`src/rtl/split_mult16_pkg.sv`:
```
package split_mult16_pkg;
  localparam int unsigned HALF_W  = 8;
  localparam int unsigned OP_W    = 2 * HALF_W;
  localparam int unsigned PROD_W  = 2 * OP_W;
  localparam int unsigned N_STEPS = 4;
  localparam int unsigned CNT_W   = $clog2(N_STEPS);

  // weight applied to a stored partial product before accumulation
  typedef enum logic [1:0] {
    WT_0   = 2'd0,   // x1
    WT_H   = 2'd1,   // x 2^HALF_W
    WT_OP  = 2'd2    // x 2^OP_W
  } wt_e;
endpackage

```
`src/rtl/spm_opnd_monitor.sv`:
```
module spm_opnd_monitor #(
  parameter int unsigned OP_W = 16
) (
  input  logic            clk,
  input  logic            rst,
  input  logic [OP_W-1:0] a_i,
  input  logic [OP_W-1:0] b_i,
  output logic [OP_W-1:0] op_a,
  output logic [OP_W-1:0] op_b,
  output logic            restart
);
  // a new pair is any pair that differs from the captured one
  assign restart = (a_i != op_a) || (b_i != op_b);

  always_ff @(posedge clk) begin
    if (rst) begin
      op_a <= '0;
      op_b <= '0;
    end else if (restart) begin
      op_a <= a_i;
      op_b <= b_i;
    end
  end
endmodule

```
`src/rtl/spm_step_seq.sv`:
```
module spm_step_seq #(
  parameter int unsigned N_STEPS = 4,
  localparam int unsigned CNT_W = $clog2(N_STEPS)
) (
  input  logic               clk,
  input  logic               rst,
  input  logic               restart,
  output logic [CNT_W-1:0]   cnt,
  output logic               busy,
  output logic               flush,
  output logic [N_STEPS-1:0] wr_stb,
  output logic               done_q
);
  localparam logic [CNT_W-1:0] LAST = CNT_W'(N_STEPS - 1);

  always_ff @(posedge clk) begin
    if (rst) begin
      cnt    <= '0;
      busy   <= 1'b0;
      flush  <= 1'b0;
      done_q <= 1'b0;
    end else begin
      done_q <= 1'b0;
      if (restart) begin
        cnt   <= '0;
        busy  <= 1'b1;
        flush <= 1'b0;
      end else if (busy) begin
        cnt <= cnt + 1'b1;
        if (cnt == LAST) begin
          busy  <= 1'b0;
          flush <= 1'b1;
        end
      end else if (flush) begin
        flush  <= 1'b0;
        done_q <= 1'b1;
      end
    end
  end

  // binary-to-one-hot decoder gated by the active phase
  for (genvar k = 0; k < N_STEPS; k++) begin : g_dec
    assign wr_stb[k] = busy && !restart && (cnt == CNT_W'(k));
  end
endmodule

```
`src/rtl/spm_byte_core.sv`:
```
module spm_byte_core #(
  parameter int unsigned HALF_W = 8,
  localparam int unsigned PP_W = 2 * HALF_W
) (
  input  logic [HALF_W-1:0] x,
  input  logic [HALF_W-1:0] y,
  output logic [PP_W-1:0]   pp
);
  logic [PP_W-1:0] rows [HALF_W];

  for (genvar r = 0; r < HALF_W; r++) begin : g_row
    assign rows[r] = y[r] ? (PP_W'(x) << r) : '0;
  end

  always_comb begin
    pp = '0;
    for (int r = 0; r < HALF_W; r++) begin
      pp = pp + rows[r];
    end
  end
endmodule

```
`src/rtl/spm_ripple_add.sv`:
```
module spm_ripple_add #(
  parameter int unsigned W = 32
) (
  input  logic [W-1:0] x,
  input  logic [W-1:0] y,
  output logic [W-1:0] s
);
  logic [W-1:0] cin;
  assign cin[0] = 1'b0;

  for (genvar i = 0; i < W - 1; i++) begin : g_fa
    assign cin[i+1] = (x[i] & y[i]) | (x[i] & cin[i]) | (y[i] & cin[i]);
  end

  assign s = x ^ y ^ cin;
endmodule

```
`src/rtl/spm_pp_accum.sv`:
```
module spm_pp_accum
  import split_mult16_pkg::*;
#(
  parameter int unsigned N_STEPS = 4
) (
  input  logic               clk,
  input  logic               rst,
  input  logic               restart,
  input  logic               flush,
  input  logic [N_STEPS-1:0] wr_stb,
  input  logic [OP_W-1:0]    pp_in,
  output logic [PROD_W-1:0]  prod_q
);
  logic [OP_W-1:0]   tmp_pp;
  wt_e               tmp_wt;
  wt_e               new_wt;
  logic [PROD_W-1:0] sum_q;
  logic [PROD_W-1:0] addend;
  logic [PROD_W-1:0] sum_nxt;
  logic [PROD_W-1:0] tmp_ext;
  logic              any_stb;

  assign any_stb = |wr_stb;
  assign tmp_ext = PROD_W'(tmp_pp);

  // step 0 unweighted, steps 1 and 2 cross terms, step 3 high-high term
  always_comb begin
    new_wt = WT_0;
    if (wr_stb[N_STEPS-1])      new_wt = WT_OP;
    else if (|wr_stb[N_STEPS-2:1]) new_wt = WT_H;
  end

  always_comb begin
    unique case (tmp_wt)
      WT_H:    addend = tmp_ext << HALF_W;
      WT_OP:   addend = tmp_ext << OP_W;
      default: addend = tmp_ext;
    endcase
  end

  spm_ripple_add #(.W(PROD_W)) u_add (
    .x (sum_q),
    .y (addend),
    .s (sum_nxt)
  );

  always_ff @(posedge clk) begin
    if (rst) begin
      tmp_pp <= '0;
      tmp_wt <= WT_0;
      sum_q  <= '0;
      prod_q <= '0;
    end else if (restart) begin
      tmp_pp <= '0;
      tmp_wt <= WT_0;
      sum_q  <= '0;
    end else if (any_stb) begin
      sum_q  <= sum_nxt;
      tmp_pp <= pp_in;
      tmp_wt <= new_wt;
    end else if (flush) begin
      sum_q  <= sum_nxt;
      tmp_pp <= '0;
      tmp_wt <= WT_0;
      prod_q <= sum_nxt;
    end
  end
endmodule

```
`src/rtl/split_mult16.sv`:
```
module split_mult16
  import split_mult16_pkg::*;
(
  input  logic              clk,
  input  logic              rst,
  input  logic [OP_W-1:0]   a_i,
  input  logic [OP_W-1:0]   b_i,
  output logic [PROD_W-1:0] prod_o,
  output logic              done_o
);
  logic [OP_W-1:0]    op_a;
  logic [OP_W-1:0]    op_b;
  logic               restart;
  logic [CNT_W-1:0]   step_cnt;
  logic               busy;
  logic               flush;
  logic [N_STEPS-1:0] wr_stb;
  logic [HALF_W-1:0]  mux_a;
  logic [HALF_W-1:0]  mux_b;
  logic [OP_W-1:0]    pp;

  spm_opnd_monitor #(.OP_W(OP_W)) u_mon (
    .clk     (clk),
    .rst     (rst),
    .a_i     (a_i),
    .b_i     (b_i),
    .op_a    (op_a),
    .op_b    (op_b),
    .restart (restart)
  );

  spm_step_seq #(.N_STEPS(N_STEPS)) u_seq (
    .clk     (clk),
    .rst     (rst),
    .restart (restart),
    .cnt     (step_cnt),
    .busy    (busy),
    .flush   (flush),
    .wr_stb  (wr_stb),
    .done_q  (done_o)
  );

  // counter bit 1 picks the a half, bit 0 the b half
  assign mux_a = step_cnt[1] ? op_a[OP_W-1:HALF_W] : op_a[HALF_W-1:0];
  assign mux_b = step_cnt[0] ? op_b[OP_W-1:HALF_W] : op_b[HALF_W-1:0];

  spm_byte_core #(.HALF_W(HALF_W)) u_core (
    .x  (mux_a),
    .y  (mux_b),
    .pp (pp)
  );

  spm_pp_accum #(.N_STEPS(N_STEPS)) u_acc (
    .clk     (clk),
    .rst     (rst),
    .restart (restart),
    .flush   (flush),
    .wr_stb  (wr_stb),
    .pp_in   (pp),
    .prod_q  (prod_o)
  );
endmodule

```
`config.mk`:
```
export PLATFORM = sky130hd
export DESIGN_NAME = split_mult16
export DESIGN_NICKNAME = d
export VERILOG_FILES = /design/src/rtl/split_mult16_pkg.sv /design/src/rtl/spm_opnd_monitor.sv /design/src/rtl/spm_step_seq.sv /design/src/rtl/spm_byte_core.sv /design/src/rtl/spm_ripple_add.sv /design/src/rtl/spm_pp_accum.sv /design/src/rtl/split_mult16.sv
export SDC_FILE = /design/constraint.sdc
export NUM_CORES = 1
export LEC_CHECK = 0
export CAP_MARGIN = 20
export CELL_PAD_IN_SITES_DETAIL_PLACEMENT = 0
export CELL_PAD_IN_SITES_GLOBAL_PLACEMENT = 1
export CORE_ASPECT_RATIO = 0.75
export CORE_MARGIN = 8
export CORE_UTILIZATION = 40
export DETAILED_ROUTE_END_ITERATION = 7
export GPL_ROUTABILITY_DRIVEN = 0
export GPL_TIMING_DRIVEN = 0
export HOLD_SLACK_MARGIN = 0.02
export PLACE_DENSITY_LB_ADDON = 0.1
export RECOVER_POWER = 25
export SLEW_MARGIN = 25
export SYNTH_ARGS = -nofsm -noshare
export SYNTH_HDL_FRONTEND = slang
export SYNTH_SLANG_ARGS = --single-unit
export TNS_END_PERCENT = 5
```
`constraint.sdc`:
```
create_clock -name clk -period 13.2 [get_ports clk]
set_input_delay 2.64 -clock clk [delete_from_list [all_inputs] [get_ports clk]]
set_output_delay 2.64 -clock clk [all_outputs]
set_load 0.02 [all_outputs]
```
======== Word level (Yosys, flattened, before mapping) ========
Cells that the tools add are included.
word-level totals
  bits in registers ....................... 119
  output and inout bits ................... 33
cells by class
  $add $sub $neg .......................... 8
  equal/unequal tests ..................... 7
  multiplexer cells ....................... 23
  bitwise logic cells ..................... 156
  reductions and logical operators ........ 15
operators with widths
  cell                  number
  $and A1 B1 Y1         91
  $mux W32              2
  $pmux W32 S2          1
  $xor A32 B32 Y32      2
  $or A1 B1 Y1          60
  $add A16 B16 Y16      3
  $mux W16              2
  $ne A16 B16 Y1        2
  $mux W8               3
  $add A16 B12 Y16      1
  $add A16 B13 Y16      1
  $add A16 B14 Y16      1
  $add A16 B15 Y16      1
  $mux W15              1
  $mux W14              1
  $mux W13              1
  $mux W12              1
  $mux W11              1
  $mux W10              1
  $mux W9               1
  $eq A2 B2 Y1 const B  3
  $mux W2               3
  $reduce_or A3 Y1      2
  $logic_and A1 B1 Y1   5
  11 further kinds      19

======== Logic depth before layout (Yosys ltp) ========
  word-level depth ........................ 96
  gate-level depth with buffers ........... 40

======== Cells and area by module ========
Synthesis repeated with hierarchy kept, for this count alone.
second synthesis, totals
  cell total of the unflattened synthesis .. 844
  area, all modules ....................... 7962.6 um^2
modules (own cells, without submodules)
  module            instances  cells an instance  area each (um^2)  seq. area each (um^2)
  spm_pp_accum      1          433                3632.2            1641.6
  spm_byte_core     1          225                1958.1            0.0
  spm_opnd_monitor  1          110                1202.4            640.6
  spm_ripple_add    1          32                 636.9             0.0
  spm_step_seq      1          26                 270.3             100.1
  split_mult16      1          18                 262.8             0.0

======== Worst setup path before layout ========
No wires, ideal clock.
  path type ............................... register to register
  from .................................... reg u_acc.tmp_wt[0]
  to ...................................... reg u_acc.sum_q[31]
  library setup time ...................... 70 ps
  arrival time ............................ 13956 ps
  setup slack ............................. -825 ps
  cell stages (with the launch flop) ...... 41
  path buffers ............................ 0
  clock period less this slack ............ 14025 ps
  cell sequence ........................... dfxtp_1 -> inv_1 -> ha_1 -> and2_1 -> ha_1 -> fa_1 -> inv_1 -> fa_1 -> inv_1 -> fa_1 -> fa_1 -> fa_1 -> fa_1 -> fa_1 -> fa_1 -> fa_1 -> fa_1 -> fa_1 -> [5 not listed] -> fa_1 -> fa_1 -> fa_1 -> fa_1 -> fa_1 -> fa_1 -> fa_1 -> fa_1 -> fa_1 -> fa_1 -> fa_1 -> fa_1 -> fa_1 -> fa_1 -> xor2_1 -> xnor2_1 -> o21ai_0 -> a21oi_1
between the ends
  cells in the longest elaborated chain, start to end .. 96
ends and longest elaborated chain
  item                                                 line                  source
  start, declared                                      spm_pp_accum.sv:15    wt_e tmp_wt;
  start signal, assigned                               spm_pp_accum.sv:60    tmp_wt <= new_wt;
  $eq A2 B2 Y1 / $eq A2 B1 Y1 (equally long branches)  spm_pp_accum.sv:34    unique case (tmp_wt)
  $pmux W32 S2 *                                       spm_pp_accum.sv:34
  $and A1 B1 Y1 (2 in series)                          spm_ripple_add.sv:12  assign cin[i+1] = (x[i] & y[i]) | (x[i] & cin[i]) | (y[i] & cin[i]);
  $or A1 B1 Y1 (2 in series)                           spm_ripple_add.sv:12
  $and A1 B1 Y1                                        spm_ripple_add.sv:12
  $or A1 B1 Y1 (2 in series)                           spm_ripple_add.sv:12
  $and A1 B1 Y1                                        spm_ripple_add.sv:12
  $or A1 B1 Y1 (2 in series)                           spm_ripple_add.sv:12
  [73 not listed]                                      -
  $or A1 B1 Y1 (2 in series)                           spm_ripple_add.sv:12
  $and A1 B1 Y1                                        spm_ripple_add.sv:12
  $or A1 B1 Y1 (2 in series)                           spm_ripple_add.sv:12
  $and A1 B1 Y1                                        spm_ripple_add.sv:12
  $or A1 B1 Y1 (2 in series)                           spm_ripple_add.sv:12
  $xor A32 B32 Y32 *                                   spm_ripple_add.sv:15  assign s = x ^ y ^ cin;
  $mux W32                                             spm_pp_accum.sv:61    end else if (flush) begin
  $mux W32 *                                           spm_pp_accum.sv:57    end else if (any_stb) begin
  end signal, assigned                                 spm_pp_accum.sv:58    sum_q <= sum_nxt;
  end signal, assigned                                 spm_pp_accum.sv:62    sum_q <= sum_nxt;
  end, declared                                        spm_pp_accum.sv:17    logic [PROD_W-1:0] sum_q;
Mark *: on every way between the ends. The rest lies on a longest branch, timed or not. The select of a mux whose other input is x is not followed.
A chain may end at the register's enable or synchronous reset.

======== Final worst setup path ========
  from .................................... reg u_acc.tmp_wt[0]
  to ...................................... reg u_acc.prod_q[31]
between the ends
  cells in the longest elaborated chain, start to end .. 94
ends and longest elaborated chain
  item                                                 line                  source
  $eq A2 B2 Y1 / $eq A2 B1 Y1 (equally long branches)  spm_pp_accum.sv:34
  $pmux W32 S2 *                                       spm_pp_accum.sv:34
  $and A1 B1 Y1 (2 in series)                          spm_ripple_add.sv:12
  $or A1 B1 Y1 (2 in series)                           spm_ripple_add.sv:12
  $and A1 B1 Y1                                        spm_ripple_add.sv:12
  $or A1 B1 Y1 (2 in series)                           spm_ripple_add.sv:12
  $and A1 B1 Y1                                        spm_ripple_add.sv:12
  $or A1 B1 Y1 (2 in series)                           spm_ripple_add.sv:12
  [70 not listed]                                      -
  $or A1 B1 Y1 (2 in series)                           spm_ripple_add.sv:12
  $and A1 B1 Y1                                        spm_ripple_add.sv:12
  $or A1 B1 Y1 (2 in series)                           spm_ripple_add.sv:12
  $and A1 B1 Y1                                        spm_ripple_add.sv:12
  $or A1 B1 Y1 (2 in series)                           spm_ripple_add.sv:12
  $and A1 B1 Y1                                        spm_ripple_add.sv:12
  $or A1 B1 Y1 (2 in series)                           spm_ripple_add.sv:12
  $xor A32 B32 Y32 *                                   spm_ripple_add.sv:15
  end signal, assigned                                 spm_pp_accum.sv:65    prod_q <= sum_nxt;
  end, declared                                        spm_pp_accum.sv:12    output logic [PROD_W-1:0] prod_q
Mark *: on every way between the ends. The rest lies on a longest branch, timed or not.

==> metrics <==
status finished clean; commonest non-fill, non-tap cells in the layout 118 x dfxtp_1, 106 x nand2_1, 69 x nor2_1; layout net count 1032; FF-to-FF setup slack 520 ps; ys async rst share 0%; sw power between 200 and 250 uW; initial antenna violation count 0; Crit Reg-Reg Endpoint u_acc.prod_q[31]$_SDFFE_PP0P_; switch share 23.8%; post-synthesis cell count between 800 and 900; Congestion Overflow GR 0; WL per Instance about 17 um; combinational share of power 8.5%; # rows 43; Flop pwr share 37.8%; Core Region 18600 sq um; Slew Limit Headroom 51.4%; I/O pin count 67; Int Power between 700 and 800 uW; post-placement cell count 1119; htree depth 4; vias in the first global route about 6000; final wirelength 19.8 mm; CTS tree built; Leakage 3.67 nW; reg2reg start u_acc.tmp_wt[0]$_SDFFE_PP0P_; first-pass GRT wire length around 33 mm; HPWL Detailed 15.9 mm; Worst Setup Start Kind flip-flop; final hold vios 0; area added between synthesis and finish 22.6%; CP dominant cell by count fa_2; Worst Hold Class reg -> reg; number of flops mapped to enable cells by yosys 0; Yosys warnings 0; clk sinks approximately 120; DIE WIDTH 175 um; worst vdd ir 0.0879 mV; ANT nets after route 0; end of the critical path u_acc.prod_q[31]$_SDFFE_PP0P_; Primary FF master, synth dfxtp_1; most common cell after layout, fill and taps aside dfxtp_1; Cell Pwr Density 105 nW/um^2; Slew Viols, Final 0; Seq/Total Area, Yosys 31.3%; slowest cell on the critical path fa_1; CTS buffer count 17; Finished Layout Cells 1152; share of post-route cells with drive strength above 1 11.9%; setup repair after global routing missed its margin no; CP max FO 5; Initial DRC Count 337; fill count 1760; CTS root buffer clkbuf_16; Worst-Margin Slew 729 ps; 1st-pass router iterations 5; Setup crit start u_acc.tmp_wt[0]$_SDFFE_PP0P_; fin crit share 96.1%; Final min period 12680 ps; crit path DAT 12970 ps; clock share of power 53.7%; CTS max path bufs 2; largest incremental delay on the critical path 380 ps; ANT cells 0; final setup margin 519 ps; Vias/cell 5.12; Die Y 135 um; Die Area 23700 sq um; port bufs 66; Hold Buf Count CTS 0; clock transition at the registers of the reported paths 60 ps; skew final approximately 13 ps; GR Util All Layers 17.7%; largest net degree at the start of global routing 17; net count after synthesis 946; FF-to-FF path depth a little over 40; initial core utilization about 41%; WS Path Type reg -> reg; endpoints failing setup 0; DRC Markers 0; Syn Std Cell Area approximately 7600 sq um; Seq cells post-synth 119; Cell variety after synth 45; dpl ws -633 ps; setup TNS 0 ps; via count between 5000 and 6000; Syn Area/Cell 9.44 sq um; f_max 78.9 MHz; clk_lat worst skew about 420 ps; Max-cap violations 0; critical path required time 13490 ps; crit path capture type flip-flop
[final cells by class]
type                    count  area, sq um  share of cell area [%]
plain buffers              40          199                    2.13
repair buffers             67          668                    7.16
well taps                 247          309                    3.31
multi-input cells         602         4940                    53.0
inverters                  45          169                    1.81
flip-flops and latches    119         2380                    25.6
clock buffers              18          439                    4.71
clock inverters            14          220                    2.36
[metal layers]
metal / share of wire, % / global-route usage (%) / routed length (um)
met3: 6.5 / 3.96 / 1280
met5: 0 / 0 / 0
met2: 42 / 26.2 / 8350
met1: 50 / 25.5 / 9930
met4: 0.96 / 4.56 / 190
[state kept, by name, summed over array words and instances (netlist names)]
signal	flops
u_seq.flush	1
u_acc.sum_q	32
u_mon.op_a	16
u_acc.tmp_wt	2
u_seq.done_q	1
u_seq.busy	1
u_acc.prod_q	32
u_seq.cnt	2
u_acc.tmp_pp	16
u_mon.op_b	16
[power groups by stage]
stage	Clock, mW	Combinational (mW)	Sequential [mW]
2_1_floorplan	0	0.0555	0.376
3_3_place_gp	0	0.0819	0.377
3_5_place_dp	0	0.0839	0.377
4_1_cts	0.532	0.0845	0.369
5_1_grt	0.550	0.0941	0.370
6_report	0.525	0.0829	0.369
[worst max-delay path, delay by kind of cell (launching register included)]
kind | cells | cell delay, ps
xor gates and xnor gates | 2 | 300
buffers and inverters | 4 | 360
adders and majority gates | 32 | 11180
muxes | 1 | 130
and+or+nand+nor | 2 | 230
DFF | 1 | 330
[synthesized netlist by cell type (2+ instances only)]
cell | number | area (sq um)
a21oi_1 | 51 | 255
a22oi_1 | 9 | 67.6
and2_1 | 21 | 131
buf_1 | 2 | 7.51
buf_2 | 12 | 60.1
buf_8 | 3 | 45.0
clkbuf_1 | 23 | 86.3
dfxtp_1 | 119 | 2380
fa_1 | 68 | 1360
ha_1 | 38 | 475
inv_1 | 44 | 165
mux2_2 | 16 | 180
mux2i_1 | 42 | 420
nand2_1 | 106 | 398
nand2b_1 | 2 | 12.5
nand3_1 | 7 | 35.0
nand3b_1 | 17 | 128
nand4_2 | 2 | 25.0
nor2_1 | 69 | 259
nor2b_1 | 35 | 219
nor3_1 | 5 | 25.0
nor3_4 | 2 | 32.5
nor4_1 | 3 | 18.8
nor4_2 | 5 | 62.6
o2111ai_1 | 3 | 26.3
o21ai_0 | 33 | 165
o21ai_1 | 9 | 45.0
or3_1 | 2 | 12.5
xnor2_1 | 7 | 61.3
xor2_1 | 36 | 315
[cell families after synthesis]
logic type | Yosys count | share of synthesized area, %
simple gates | 279 | 18.1
flops | 119 | 31.3
buf+inv | 85 | 4.84
compound gates | 116 | 8.70
mux | 58 | 7.90
xor+xnor | 43 | 4.95
fa+ha+maj | 106 | 24.1
[worst min path at each step]
stage	from	endpoint	slack [ps]	depth (start not counted)
global placement	u_acc.sum_q[0]$_SDFFE_PP0P_	u_acc.sum_q[0]$_SDFFE_PP0P_	440	2
CTS	u_acc.sum_q[1]$_SDFFE_PP0P_	u_acc.sum_q[1]$_SDFFE_PP0P_	470	2
finish	u_acc.sum_q[0]$_SDFFE_PP0P_	u_acc.sum_q[0]$_SDFFE_PP0P_	470	2
floorplan	u_acc.sum_q[0]$_SDFFE_PP0P_	u_acc.sum_q[0]$_SDFFE_PP0P_	440	2
detailed placement	u_acc.sum_q[1]$_SDFFE_PP0P_	u_acc.sum_q[1]$_SDFFE_PP0P_	460	2
global route	u_acc.sum_q[1]$_SDFFE_PP0P_	u_acc.sum_q[1]$_SDFFE_PP0P_	490	2
[through the flow]
stage | util [%] | area (sq um) | total power [mW] | hold slack (ps)
global route | 50.2 | 9330 | 1.01 | 489
CTS | 50.2 | 9320 | 0.986 | 467
global placement | 46.4 | 8620 | 0.459 | 444
detailed placement | 46.4 | 8620 | 0.461 | 459
floorplan | - | 7650 | 0.431 | 436
finish | 50.2 | 9330 | 0.977 | 466
[repair_timing]
item / CTS / global route
setup buffers: 1 / 0
setup endpoints to repair: 4 / 4
pin swaps: 1 / 12
resized for setup: 11 / 2
Note: power is estimated with default switching activity, not from simulation.
